$ cat src/rtl/sem_bank_pkg.sv
package sem_bank_pkg;
  typedef enum logic [1:0] {
    OWN_NONE  = 2'd0,
    OWN_LEFT  = 2'd1,
    OWN_RIGHT = 2'd2
  } own_e;
endpackage

$ cat src/rtl/sem_port_dec.sv
module sem_port_dec #(
  parameter int NUM_SEM = 8,
  parameter int ADDR_W  = 12,
  localparam int IDX_W  = (NUM_SEM > 1) ? $clog2(NUM_SEM) : 1
) (
  input  logic               clk_i,
  input  logic               rst_ni,
  input  logic               sel_i,
  input  logic               mem_en_i,
  input  logic               wr_i,
  input  logic               oe_i,
  input  logic [ADDR_W-1:0]  addr_i,
  input  logic               wbit_i,
  output logic [NUM_SEM-1:0] req_o,
  output logic [NUM_SEM-1:0] rel_o,
  output logic               rd_o,
  output logic [IDX_W-1:0]   idx_o
);
  logic acc, wr_acc, lock_q;
  logic unused_addr_hi;

  assign unused_addr_hi = ^addr_i[ADDR_W-1:IDX_W];
  assign idx_o  = addr_i[IDX_W-1:0];
  assign acc    = sel_i && !mem_en_i;
  assign wr_acc = acc && wr_i;

  always_comb begin
    req_o = '0;
    rel_o = '0;
    if (wr_acc) begin
      if (wbit_i) rel_o[idx_o] = 1'b1;
      else        req_o[idx_o] = 1'b1;
    end
  end

  // read-back blocked until select or output enable drops after a write
  always_ff @(posedge clk_i or negedge rst_ni) begin
    if (!rst_ni)                lock_q <= 1'b0;
    else if (wr_acc)            lock_q <= 1'b1;
    else if (!sel_i || !oe_i)   lock_q <= 1'b0;
  end

  assign rd_o = acc && !wr_i && oe_i && !lock_q;


  wr_lock_chk: assert property (@(posedge clk_i) disable iff (!rst_ni)
    wr_acc |=> !rd_o);
endmodule

$ cat src/rtl/sem_latch.sv
module sem_latch
  import sem_bank_pkg::*;
(
  input  logic clk_i,
  input  logic rst_ni,
  input  logic req_l_i,
  input  logic rel_l_i,
  input  logic req_r_i,
  input  logic rel_r_i,
  output own_e owner_o,
  output logic pend_l_o,
  output logic pend_r_o
);
  own_e owner_q, owner_d;
  logic pend_l_q, pend_r_q, pend_l_d, pend_r_d;

  always_comb begin
    owner_d  = owner_q;
    pend_l_d = pend_l_q;
    pend_r_d = pend_r_q;
    // releases and withdrawals first
    if (rel_l_i) begin
      pend_l_d = 1'b0;
      if (owner_d == OWN_LEFT) owner_d = OWN_NONE;
    end
    if (rel_r_i) begin
      pend_r_d = 1'b0;
      if (owner_d == OWN_RIGHT) owner_d = OWN_NONE;
    end
    if (req_l_i) pend_l_d = 1'b1;
    if (req_r_i) pend_r_d = 1'b1;
    // free token goes to a waiting port, left first
    if (owner_d == OWN_NONE) begin
      if (pend_l_d)      owner_d = OWN_LEFT;
      else if (pend_r_d) owner_d = OWN_RIGHT;
    end
    if (owner_d == OWN_LEFT)  pend_l_d = 1'b0;
    if (owner_d == OWN_RIGHT) pend_r_d = 1'b0;
  end

  always_ff @(posedge clk_i or negedge rst_ni) begin
    if (!rst_ni) begin
      owner_q  <= OWN_NONE;
      pend_l_q <= 1'b0;
      pend_r_q <= 1'b0;
    end else begin
      owner_q  <= owner_d;
      pend_l_q <= pend_l_d;
      pend_r_q <= pend_r_d;
    end
  end

  assign owner_o  = owner_q;
  assign pend_l_o = pend_l_q;
  assign pend_r_o = pend_r_q;


  handover_chk: assert property (@(posedge clk_i) disable iff (!rst_ni)
    (owner_q == OWN_RIGHT && pend_l_q && rel_r_i && !rel_l_i) |=> owner_q == OWN_LEFT);

  tie_left_chk: assert property (@(posedge clk_i) disable iff (!rst_ni)
    (owner_q == OWN_NONE && req_l_i && req_r_i) |=> (owner_q == OWN_LEFT && pend_r_q));

  holder_not_pending_chk: assert property (@(posedge clk_i) disable iff (!rst_ni)
    !((owner_q == OWN_LEFT && pend_l_q) || (owner_q == OWN_RIGHT && pend_r_q)));
endmodule

$ cat src/rtl/sem_bank.sv
module sem_bank
  import sem_bank_pkg::*;
#(
  parameter int NUM_SEM = 8,
  parameter int ADDR_W  = 12,
  parameter int DATA_W  = 16
) (
  input  logic              clk_i,
  input  logic              rst_ni,
  input  logic              l_sem_sel_i,
  input  logic              l_mem_en_i,
  input  logic              l_wr_i,
  input  logic              l_oe_i,
  input  logic [ADDR_W-1:0] l_addr_i,
  input  logic [DATA_W-1:0] l_wdata_i,
  output logic [DATA_W-1:0] l_rdata_o,
  output logic              l_rd_vld_o,
  input  logic              r_sem_sel_i,
  input  logic              r_mem_en_i,
  input  logic              r_wr_i,
  input  logic              r_oe_i,
  input  logic [ADDR_W-1:0] r_addr_i,
  input  logic [DATA_W-1:0] r_wdata_i,
  output logic [DATA_W-1:0] r_rdata_o,
  output logic              r_rd_vld_o
);
  localparam int IDX_W = (NUM_SEM > 1) ? $clog2(NUM_SEM) : 1;

  logic [NUM_SEM-1:0] l_req, l_rel, r_req, r_rel;
  logic [NUM_SEM-1:0] pend_l, pend_r;
  logic               l_rd, r_rd;
  logic [IDX_W-1:0]   l_idx, r_idx;
  own_e               own [NUM_SEM];
  logic               l_bit, r_bit;
  logic               unused_wdata_hi;

  assign unused_wdata_hi = ^{l_wdata_i[DATA_W-1:1], r_wdata_i[DATA_W-1:1]};

  sem_port_dec #(.NUM_SEM(NUM_SEM), .ADDR_W(ADDR_W)) u_l_dec (
    .clk_i, .rst_ni,
    .sel_i(l_sem_sel_i), .mem_en_i(l_mem_en_i), .wr_i(l_wr_i), .oe_i(l_oe_i),
    .addr_i(l_addr_i), .wbit_i(l_wdata_i[0]),
    .req_o(l_req), .rel_o(l_rel), .rd_o(l_rd), .idx_o(l_idx)
  );

  sem_port_dec #(.NUM_SEM(NUM_SEM), .ADDR_W(ADDR_W)) u_r_dec (
    .clk_i, .rst_ni,
    .sel_i(r_sem_sel_i), .mem_en_i(r_mem_en_i), .wr_i(r_wr_i), .oe_i(r_oe_i),
    .addr_i(r_addr_i), .wbit_i(r_wdata_i[0]),
    .req_o(r_req), .rel_o(r_rel), .rd_o(r_rd), .idx_o(r_idx)
  );

  for (genvar k = 0; k < NUM_SEM; k++) begin : g_sem
    sem_latch u_latch (
      .clk_i, .rst_ni,
      .req_l_i(l_req[k]), .rel_l_i(l_rel[k]),
      .req_r_i(r_req[k]), .rel_r_i(r_rel[k]),
      .owner_o(own[k]), .pend_l_o(pend_l[k]), .pend_r_o(pend_r[k])
    );
  end

  assign l_bit = (own[l_idx] != OWN_LEFT);
  assign r_bit = (own[r_idx] != OWN_RIGHT);

  assign l_rd_vld_o = l_rd;
  assign r_rd_vld_o = r_rd;
  assign l_rdata_o  = l_rd ? {DATA_W{l_bit}} : '1;
  assign r_rdata_o  = r_rd ? {DATA_W{r_bit}} : '1;


  single_holder_chk: assert property (@(posedge clk_i) disable iff (!rst_ni)
    (l_rd_vld_o && r_rd_vld_o && l_idx == r_idx) |-> (l_rdata_o[0] || r_rdata_o[0]));

  l_repl_chk: assert property (@(posedge clk_i) disable iff (!rst_ni)
    (l_rdata_o == '0) || (l_rdata_o == '1));

  r_idle_ones_chk: assert property (@(posedge clk_i) disable iff (!rst_ni)
    !r_rd_vld_o |-> r_rdata_o == '1);
endmodule

$ cat config.mk
export PLATFORM = sky130hd
export DESIGN_NAME = sem_bank
export DESIGN_NICKNAME = d
export VERILOG_FILES = /design/src/rtl/sem_bank_pkg.sv /design/src/rtl/sem_port_dec.sv /design/src/rtl/sem_latch.sv /design/src/rtl/sem_bank.sv
export SDC_FILE = /design/constraint.sdc
export NUM_CORES = 1
export LEC_CHECK = 0
export BUFFER_PORTS_ARGS = -buffer_cell sky130_fd_sc_hd__buf_4
export CAP_MARGIN = 15
export CORE_MARGIN = 3
export CORE_UTILIZATION = 31
export DETAILED_ROUTE_END_ITERATION = 6
export GPL_ROUTABILITY_DRIVEN = 0
export PLACE_DENSITY = 0.59
export SYNTH_ARGS = -nofsm -noshare
export SYNTH_HDL_FRONTEND = slang
export SYNTH_HIERARCHICAL = 1
export SYNTH_SLANG_ARGS = --single-unit
$ cat constraint.sdc
create_clock -name clk_i -period 4.1 [get_ports clk_i]
set_clock_uncertainty 0.2 [all_clocks]
set_input_delay 1.23 -clock clk_i [delete_from_list [all_inputs] [get_ports clk_i]]
set_output_delay 1.23 -clock clk_i [all_outputs]
set_load 0.1 [all_outputs]
# Yosys cells after proc, flatten, opt, wreduce, memory -nomap -nowiden
# Cells that the tools add are included.
word_totals:
  reg_bits: 34
  wordCells: 230
op_classes:
  muxes: 128
  n_reduce_logical: 34
  bitwise_logic: 2
  n_lt_le_gt_ge: 6
  eq_ne: 34
ops:
  columns: ["op", "count"]
  rows:
  - ["$mux 2", 60]
  - ["$mux 8", 8]
  - ["$mux 1", 54]
  - ["$eq 2x1->1 const B", 16]
  - ["$eq 2x2->1 const B", 16]
  - ["$mux 16", 2]
  - ["$logic_not 2->1", 8]
  - ["$bmux 2 s3", 2]
  - ["$logic_and 1x1->1", 12]
  - ["$logic_not 1->1", 10]
  - ["$ge 4x4->1 const B", 2]
  - ["$lt 3x4->1 const B", 2]
  - ["$not 3->4", 2]
  - ["$demux 1 s3", 2]
  - ["$ge 3x1->1 const B", 2]
  - ["$reduce_bool 2->1", 2]
  - ["$logic_or 1x1->1", 2]
  - ["$ne 2x1->1 const B", 1]
  - ["$ne 2x2->1 const B", 1]

# Depth between registers and ports, before layout
# Gate-level depths: netlist of run 1.
logic_depth:
  word_depth: 15
  depth_mapped: 7
  depth_no_buf: 5

# Cells and area by module
# Netlist of run 1, hierarchy kept.
modules_own_cells:
  columns: ["module", "seq_area_each_um2", "cells_each", "n_inst", "area_each_um2"]
  rows:
  - ["sem_latch", 100.1, 20, 8, 191.4]
  - ["sem_port_dec", 25.0, 38, 2, 262.8]
  - ["sem_bank", 0.0, 61, 1, 429.2]

# Worst setup path after synthesis of run 1
# Ideal clock, no wire load.
synth_timing:
  kind: "input -> output"
  start: "in l_addr_i[0]"
  end: "out l_rdata_o[10]"
  n_path_buf: 3
  arrival_ns: 4.305
  t_required_ns: 2.670
  cell_stages: 6
  path_slack_ns: -1.635
  path_cell_list: "buf_4 buf_6 a311oi_1 a21oi_1 o211ai_1 buf_4"
synth_between:
  elab_chain_len: 6
synth_rtl:
  columns: ["element", "line_no", "rtl"]
  rows:
  - ["start, declared", "sem_bank.sv:14", "input logic [ADDR_W-1:0] l_addr_i,"]
  - ["$not 3->4 (not written as such)", "sem_bank.sv:62", "assign l_bit = (own[l_idx] != OWN_LEFT);"]
  - ["$bmux 2 s3", "sem_bank.sv:62", null]
  - ["$mux 2 (not written as such) (2 in series)", "sem_bank.sv:62", null]
  - ["$ne 2x1->1", "sem_bank.sv:62", null]
  - ["$mux 16", "sem_bank.sv:67", "assign l_rdata_o = l_rd ? {DATA_W{l_bit}} : '1;"]
  - ["end, declared", "sem_bank.sv:16", "output logic [DATA_W-1:0] l_rdata_o,"]
# Every way passes these cells. The select of a mux whose other input is x is not followed.

# Final worst setup path of run 1
layout_timing:
  start: "in l_addr_i[0]"
  end: "out l_rdata_o[5]"
# The elaborated chain is that of the path after synthesis.

==> results_dict.tcl, run 1 <==
set metrics [dict create \
    crit_path_max_incr_delay_ns 0.31 \
    final_clock_period_utilization_by_the_worst_path 0.963 \
    ys_types 34 \
    pwr-share-clk 0.282 \
    total_nets_after_synthesis 363 \
    chipWidth_um 95.6 \
    fillers 851 \
    comb_power_share 0.257 \
    drtIter0Drc 98 \
    die-height_um 95.6 \
    worst-endpoint-required_ns 2.67 \
    critical_path.endpoint_type "output pin" \
    nNetsFinal 378 \
    min_to "u_l_dec/lock_q$_DFFE_PN0P_" \
    grt_antenna_before_repair 0 \
    leakagePower_nw 1.05 \
    detail_route.wl_per_cell_um 13.7 \
    vias 2111 \
    yosysSeqAreaShare 0.342 \
    crit_path_frequent_cell "sky130_fd_sc_hd__buf_4" \
    rsz0062_at_grt "false" \
    arrival_ns 2.52 \
    place.detailed.hpwl_um 4110 \
    total_power_mw 0.917 \
    power_density_nw_per_um2 329 \
    hold_slack_ns 0.345 \
    hold_path_startpoint "u_l_dec/lock_q$_DFFE_PN0P_" \
    globalRouteOverflowTotal 0 \
    antenna_cells_inserted 0 \
    synth.yosys.warnings 6 \
    worst_path_dominant_cell_family "buffers and inverters" \
    viasPerCell 5.09 \
    hold_path.class "reg2reg" \
    seq_power_share 0.461 \
    maxSlewHeadroom 0.684 \
    timing_max_transition_violations_final 0 \
    cts_post_setup_buffers_inserted 0 \
    synthMostInstantiatedCell "sky130_fd_sc_hd__buf_4" \
    later_pin_clock_latency_in_the_skew_report_ns 0.29 \
    final_antenna_net_count 0 \
    critical-path-slowest-cell "sky130_fd_sc_hd__buf_4" \
    cts.reportedPaths.clkPinSlew_ns 0.06 \
    regToRegEndpoint "g_sem[0].u_latch/pend_r_o$_DFF_PN0_" \
    grt_first_pass_wirelength_um 9190 \
    largest_cells_by_area_after_synthesis "sky130_fd_sc_hd__dfrtp_1 (34%), sky130_fd_sc_hd__buf_4 (11%), sky130_fd_sc_hd__nor2_1 (4.8%)" \
    postPlaceCellArea_um2 2700 \
    post_route_cells_drive_above_1_share 0.233 \
    design.core.area_um2 7770 \
    timing.final.setup_violations 0 \
    outcome "complete, no violations" \
    max_freq_ghz 0.253 \
    crit_path_cell_trace "buf_4, nor3b_1, a311oi_1, a21oi_1, o211ai_1, buf_4, buf_4" \
    hold_buffers 0 \
    maxCapViolCount 0 \
    synth.top_cell.area_share 0.342 \
    intPower_mw 0.596 \
    synth_cell_count_leaders "sky130_fd_sc_hd__buf_4 (36), sky130_fd_sc_hd__dfrtp_1 (34), sky130_fd_sc_hd__nor2_1 (32), sky130_fd_sc_hd__inv_1 (21), sky130_fd_sc_hd__nor3_1 (20)" \
    flow.area_growth_from_synthesis_pct 12.1 \
    root_buffer "sky130_fd_sc_hd__clkbuf_8" \
    cts_repair_resize_count 0 \
    power.switching_mw 0.321 \
    crit_path_max_fanout 17 \
    wl_um 5700 \
    post-synth-top-area-cell "sky130_fd_sc_hd__dfrtp_1" \
    final_cells 415 \
    finished_layout_cell_area_um2 2790 \
    grt_pass1_vias 1901 \
    largest_net_degree_at_the_start_of_global_routing 35 \
    sw_frac_of_total 0.350 \
    cts_buffers 5 \
    cp-start-kind "input pin" \
    detail_route.drc_violations 0 \
    post_synth_instance_area_um2 2490 \
    tightest_slew_ns 0.471 \
    cts_tree "yes" \
    timing.reg2reg.worst_path_depth 3 \
    dr.pass1.iters 4 \
    clock-sinks 34 \
    cell_count_post_placement 407 \
    avgSynthCellArea_um2 8.37 \
    syn-instance-count 297 \
    place.port_buffers 51 \
    critical_path.reg2reg.startpoint "g_sem[0].u_latch/owner_o[0]$_DFF_PN0_" \
    grt_usage 0.129 \
    period_minus_slack_ns 3.95 \
    clockBufferDepth 2 \
    finalHoldViolCount 0 \
    floorplan.initialDensity 0.320 \
    worst_hold_path.num_cells 2 \
    ctsHtreeMaxLevel 2 \
    async_flop_share 1.00 \
    timing.setup.critical_path_class "in2out" \
    vdd_drop_max_uv 94.8 \
    placementRows 32 \
    worst-path-buf-inv 3 \
    synth_seq_cells 34 \
    num_io_pins 100 \
    synth-main-ff-cell "sky130_fd_sc_hd__dfrtp_1" \
    reg2reg_setup_slack_ns 2.82 \
    synth-edff-count 0 \
    die-area_um2 9130 \
]
-- layout by cell type, fill, tap and decap left out, types with 4 or more instances in the layout --
cell,netlist,routed
sky130_fd_sc_hd__a311oi_1,4,4
sky130_fd_sc_hd__nand3b_1,6,6
sky130_fd_sc_hd__dfrtp_1,34,34
sky130_fd_sc_hd__nand2b_1,14,14
sky130_fd_sc_hd__o21bai_1,8,8
sky130_fd_sc_hd__o21ai_0,17,17
sky130_fd_sc_hd__clkbuf_8,0,6
sky130_fd_sc_hd__nor2_1,32,32
sky130_fd_sc_hd__buf_4,36,53
sky130_fd_sc_hd__nor3_1,20,20
sky130_fd_sc_hd__nor2_2,4,4
sky130_fd_sc_hd__nor3b_1,12,12
sky130_fd_sc_hd__a31oi_1,8,8
sky130_fd_sc_hd__nand2_1,6,5
sky130_fd_sc_hd__a21boi_1,8,8
sky130_fd_sc_hd__a21oi_1,17,17
sky130_fd_sc_hd__inv_1,21,21
sky130_fd_sc_hd__a32oi_1,8,8
sky130_fd_sc_hd__o21a_1,8,8
-- registers in the layout, indices dropped and copies added (netlist names) --
signal / cells
g_sem.u_latch/owner_o: 16
g_sem.u_latch/pend_l_o: 8
g_sem.u_latch/pend_r_o: 8
u_l_dec/lock_q: 1
u_r_dec/lock_q: 1
-- layer usage --
layer / part of all wire / vias up / GRT usage
li1: - / 1051 / -
met1: 0.47 / 1017 / 0.169
met2: 0.48 / 37 / 0.210
met3: 0.037 / 6 / 0.0292
met4: 0.013 / 0 / 0.0427
met5: 0 / - / 0
-- final cells by class --
class / instances / area, um2 / share of cell area
Clock buffer: 7 / 86.3 / 0.0310
Clock inverter: 1 / 5.00 / 0.00180
Inverter: 21 / 78.8 / 0.0283
Multi-Input combinational cell: 197 / 1240 / 0.445
Sequential cell: 34 / 851 / 0.305
Tap cell: 102 / 128 / 0.0458
Timing Repair Buffer: 53 / 398 / 0.143
-- cells by family after synthesis --
logic type | Yosys count | synth area share
compound gates | 86 | 0.228
flops | 34 | 0.342
buf+inv | 66 | 0.166
simple gates | 111 | 0.264
-- worst reg2reg max path: cells and delay by family (launching register included) --
kind,cells,cell delay (ns)
AOI/OAI and AO/OA,2,0.29
DFF,1,0.47
and+or+nand+nor,1,0.22
-- power groups by stage --
stage          registers, mW  clock network, mW  logic, mW
6_report               0.423              0.259      0.235
5_1_grt                0.430              0.283      0.263
4_1_cts                0.421              0.273      0.237
3_5_place_dp           0.427                  0      0.236
2_1_floorplan          0.412                  0      0.197
3_3_place_gp           0.426                  0      0.234
-- per-stage QoR --
stage / util / TNS, ns / worst slack (ns)
2_1_floorplan: - / -24.76 / -1.58
3_3_place_gp: 0.347 / 0 / 0.135
3_5_place_dp: 0.347 / 0 / 0.129
4_1_cts: 0.359 / 0 / 0.130
5_1_grt: 0.359 / 0 / 0.0100
6_report: 0.359 / 0 / 0.151
-- worst max-delay path by stage --
stage | from | to | slack (ns) | cells past startpoint
2_1_floorplan | l_addr_i[0] | l_rdata_o[10] | -1.58 | 6
3_3_place_gp | r_addr_i[0] | r_rdata_o[15] | 0.13 | 5
3_5_place_dp | r_addr_i[0] | r_rdata_o[6] | 0.13 | 5
4_1_cts | l_addr_i[0] | l_rdata_o[5] | 0.13 | 7
5_1_grt | l_addr_i[0] | l_rdata_o[5] | 0.01 | 7
6_report | l_addr_i[0] | l_rdata_o[5] | 0.15 | 7
Note: power is estimated with default switching activity, not from simulation.
==> run 2, diff against run 1 <==
--- a/config.mk
+++ b/config.mk
@@ -8,10 +8,10 @@
 export BUFFER_PORTS_ARGS = -buffer_cell sky130_fd_sc_hd__buf_4
 export CAP_MARGIN = 15
 export CORE_MARGIN = 3
-export CORE_UTILIZATION = 31
+export CORE_UTILIZATION = 49
 export DETAILED_ROUTE_END_ITERATION = 6
 export GPL_ROUTABILITY_DRIVEN = 0
-export PLACE_DENSITY = 0.59
+export PLACE_DENSITY = 0.85
 export SYNTH_ARGS = -nofsm -noshare
 export SYNTH_HDL_FRONTEND = slang
 export SYNTH_HIERARCHICAL = 1
==> results_dict.tcl, run 2 (synthesized netlist as in run 1, its figures left out) <==
set metrics [dict create \
    outcome "complete, no violations" \
    cts_repair_resize_count 0 \
    worst-endpoint-required_ns 2.67 \
    viasPerCell 5.60 \
    total_power_mw 0.914 \
    finalWorstSetupSlack_ns 0.130 \
    die-height_um 77.2 \
    hold_path_startpoint "u_l_dec/lock_q$_DFFE_PN0P_" \
    hold_buffers 0 \
    max_freq_ghz 0.252 \
    vias 2129 \
    dr.pass1.iters 5 \
    grt_pass1_vias 1915 \
    vdd_drop_max_uv 197 \
    path_depth 7 \
    final_clock_period_utilization_by_the_worst_path 0.968 \
    worst_path_dominant_cell_family "buffers and inverters" \
    drtIter0Drc 161 \
    globalRouteOverflowTotal 0 \
    hold_path.class "reg2reg" \
    critical_path.endpoint_type "output pin" \
    cts.reportedPaths.clkPinSlew_ns 0.07 \
    crit_path_cell_trace "buf_4, nor3b_1, a311oi_1, a21oi_1, o211ai_1, buf_4, buf_4" \
    finalHoldViolCount 0 \
    detail_route.drc_violations 0 \
    detail_route.wl_per_cell_um 14.3 \
    placement.setup.worst_slack_ns 0.132 \
    root_buffer "sky130_fd_sc_hd__clkbuf_8" \
    cell_count_post_placement 372 \
    clock-sinks 34 \
    chipWidth_um 77.2 \
    timing_max_transition_violations_final 0 \
    worst-path-buf-inv 3 \
    antenna_cells_inserted 0 \
    flow.area_growth_from_synthesis_pct 10.4 \
    final_cells 380 \
    grt_antenna_before_repair 0 \
    maxSlewHeadroom 0.681 \
    num_io_pins 100 \
    timing.reg2reg.worst_path_depth 3 \
    final_antenna_net_count 0 \
    critical_path.reg2reg.startpoint "g_sem[1].u_latch/owner_o[0]$_DFF_PN0_" \
    cts_tree "yes" \
    cts_buffers 5 \
    design.core.area_um2 4820 \
    timing.final.setup_violations 0 \
    post_route_cells_drive_above_1_share 0.233 \
    largest_reg_flops 16 \
    later_pin_clock_latency_in_the_skew_report_ns 0.29 \
    tightest_slew_ns 0.475 \
    reg2reg_setup_slack_ns 2.80 \
    die-area_um2 5960 \
    wl_um 5420 \
    floorplan.initialDensity 0.516 \
    cts_post_setup_buffers_inserted 0 \
    arrival_ns 2.54 \
    clockBufferDepth 2 \
    leakagePower_nw 1.05 \
    power_density_nw_per_um2 333 \
    crit_path_frequent_cell "sky130_fd_sc_hd__buf_4" \
    place.port_buffers 51 \
    layout_common_cells "sky130_fd_sc_hd__buf_4 (53), sky130_fd_sc_hd__dfrtp_1 (34), sky130_fd_sc_hd__nor2_1 (32)" \
    grt_usage 0.186 \
    grt_first_pass_wirelength_um 9080 \
    critical-path-slowest-cell "sky130_fd_sc_hd__buf_4" \
    crit_path_max_incr_delay_ns 0.32 \
    crit_path_max_fanout 17 \
    place.detailed.hpwl_um 4010 \
    crit_start "l_addr_i[0]" \
    layout.cells.most_common "sky130_fd_sc_hd__buf_4" \
    maxCapViolCount 0 \
    largest_net_degree_at_the_start_of_global_routing 35 \
    ctsHtreeMaxLevel 2 \
    timing.setup.critical_path_class "in2out" \
    final_core_util 0.570 \
    cp-start-kind "input pin" \
    nNetsFinal 378 \
    placementRows 25 \
    period_minus_slack_ns 3.97 \
    rsz0062_at_grt "false" \
    worst_hold_path.num_cells 2 \
]
-- run 2: cell counts in the layout (fill, tap and decap cells not counted) --
Identical to the previous run, type by type.
-- run 2: stage by stage --
stage	area [um2]	hold slack (ns)	TNS [ns]
4_1_cts	2740	0.357	0
3_5_place_dp	2650	0.347	0
5_1_grt	2740	0.386	0
2_1_floorplan	2510	0.314	-24.76
6_report	2740	0.350	0
3_3_place_gp	2650	0.334	0
-- run 2: where the power goes --
group | internal, mW | switching, mW
combinational | 0.0908 | 0.144
clock | 0.135 | 0.120
sequential | 0.370 | 0.0537
total | 0.596 | 0.318
-- run 2: final cells by class --
type / count / area, um2
fill: 467 / 2070
multi-input combinational: 197 / 1240
sequential: 34 / 851
timing repair buffer: 53 / 398
clock buffer: 7 / 86.3
tap: 67 / 83.8
inverter: 21 / 78.8
clock inverter: 1 / 5.00
-- run 2: worst reg2reg max path: cells and delay by family (launching register included) --
kind | cells | cell delay, ns
flip-flops | 1 | 0.48
AND/OR/NAND/NOR | 1 | 0.23
AO/OA/AOI/OAI | 2 | 0.29
-- run 2: path summary, 6_finish.rpt --
kind,end
setup reg to reg,g_sem[1].u_latch/pend_r_o$_DFF_PN0_
setup / recovery,l_rdata_o[0]
min in group asynchronous,g_sem[2].u_latch/owner_o[1]$_DFF_PN0_
max in group asynchronous,g_sem[1].u_latch/pend_r_o$_DFF_PN0_
hold reg to reg,u_l_dec/lock_q$_DFFE_PN0P_
hold / removal,u_l_dec/lock_q$_DFFE_PN0P_
-- run 2: layer usage --
layer | up-vias | part of all wire | GRT usage
met5 | - | 0 | 0
met4 | 0 | 0.0094 | 0.0552
met3 | 5 | 0.055 | 0.0387
met2 | 51 | 0.48 | 0.294
met1 | 1016 | 0.46 | 0.258
li1 | 1057 | - | -
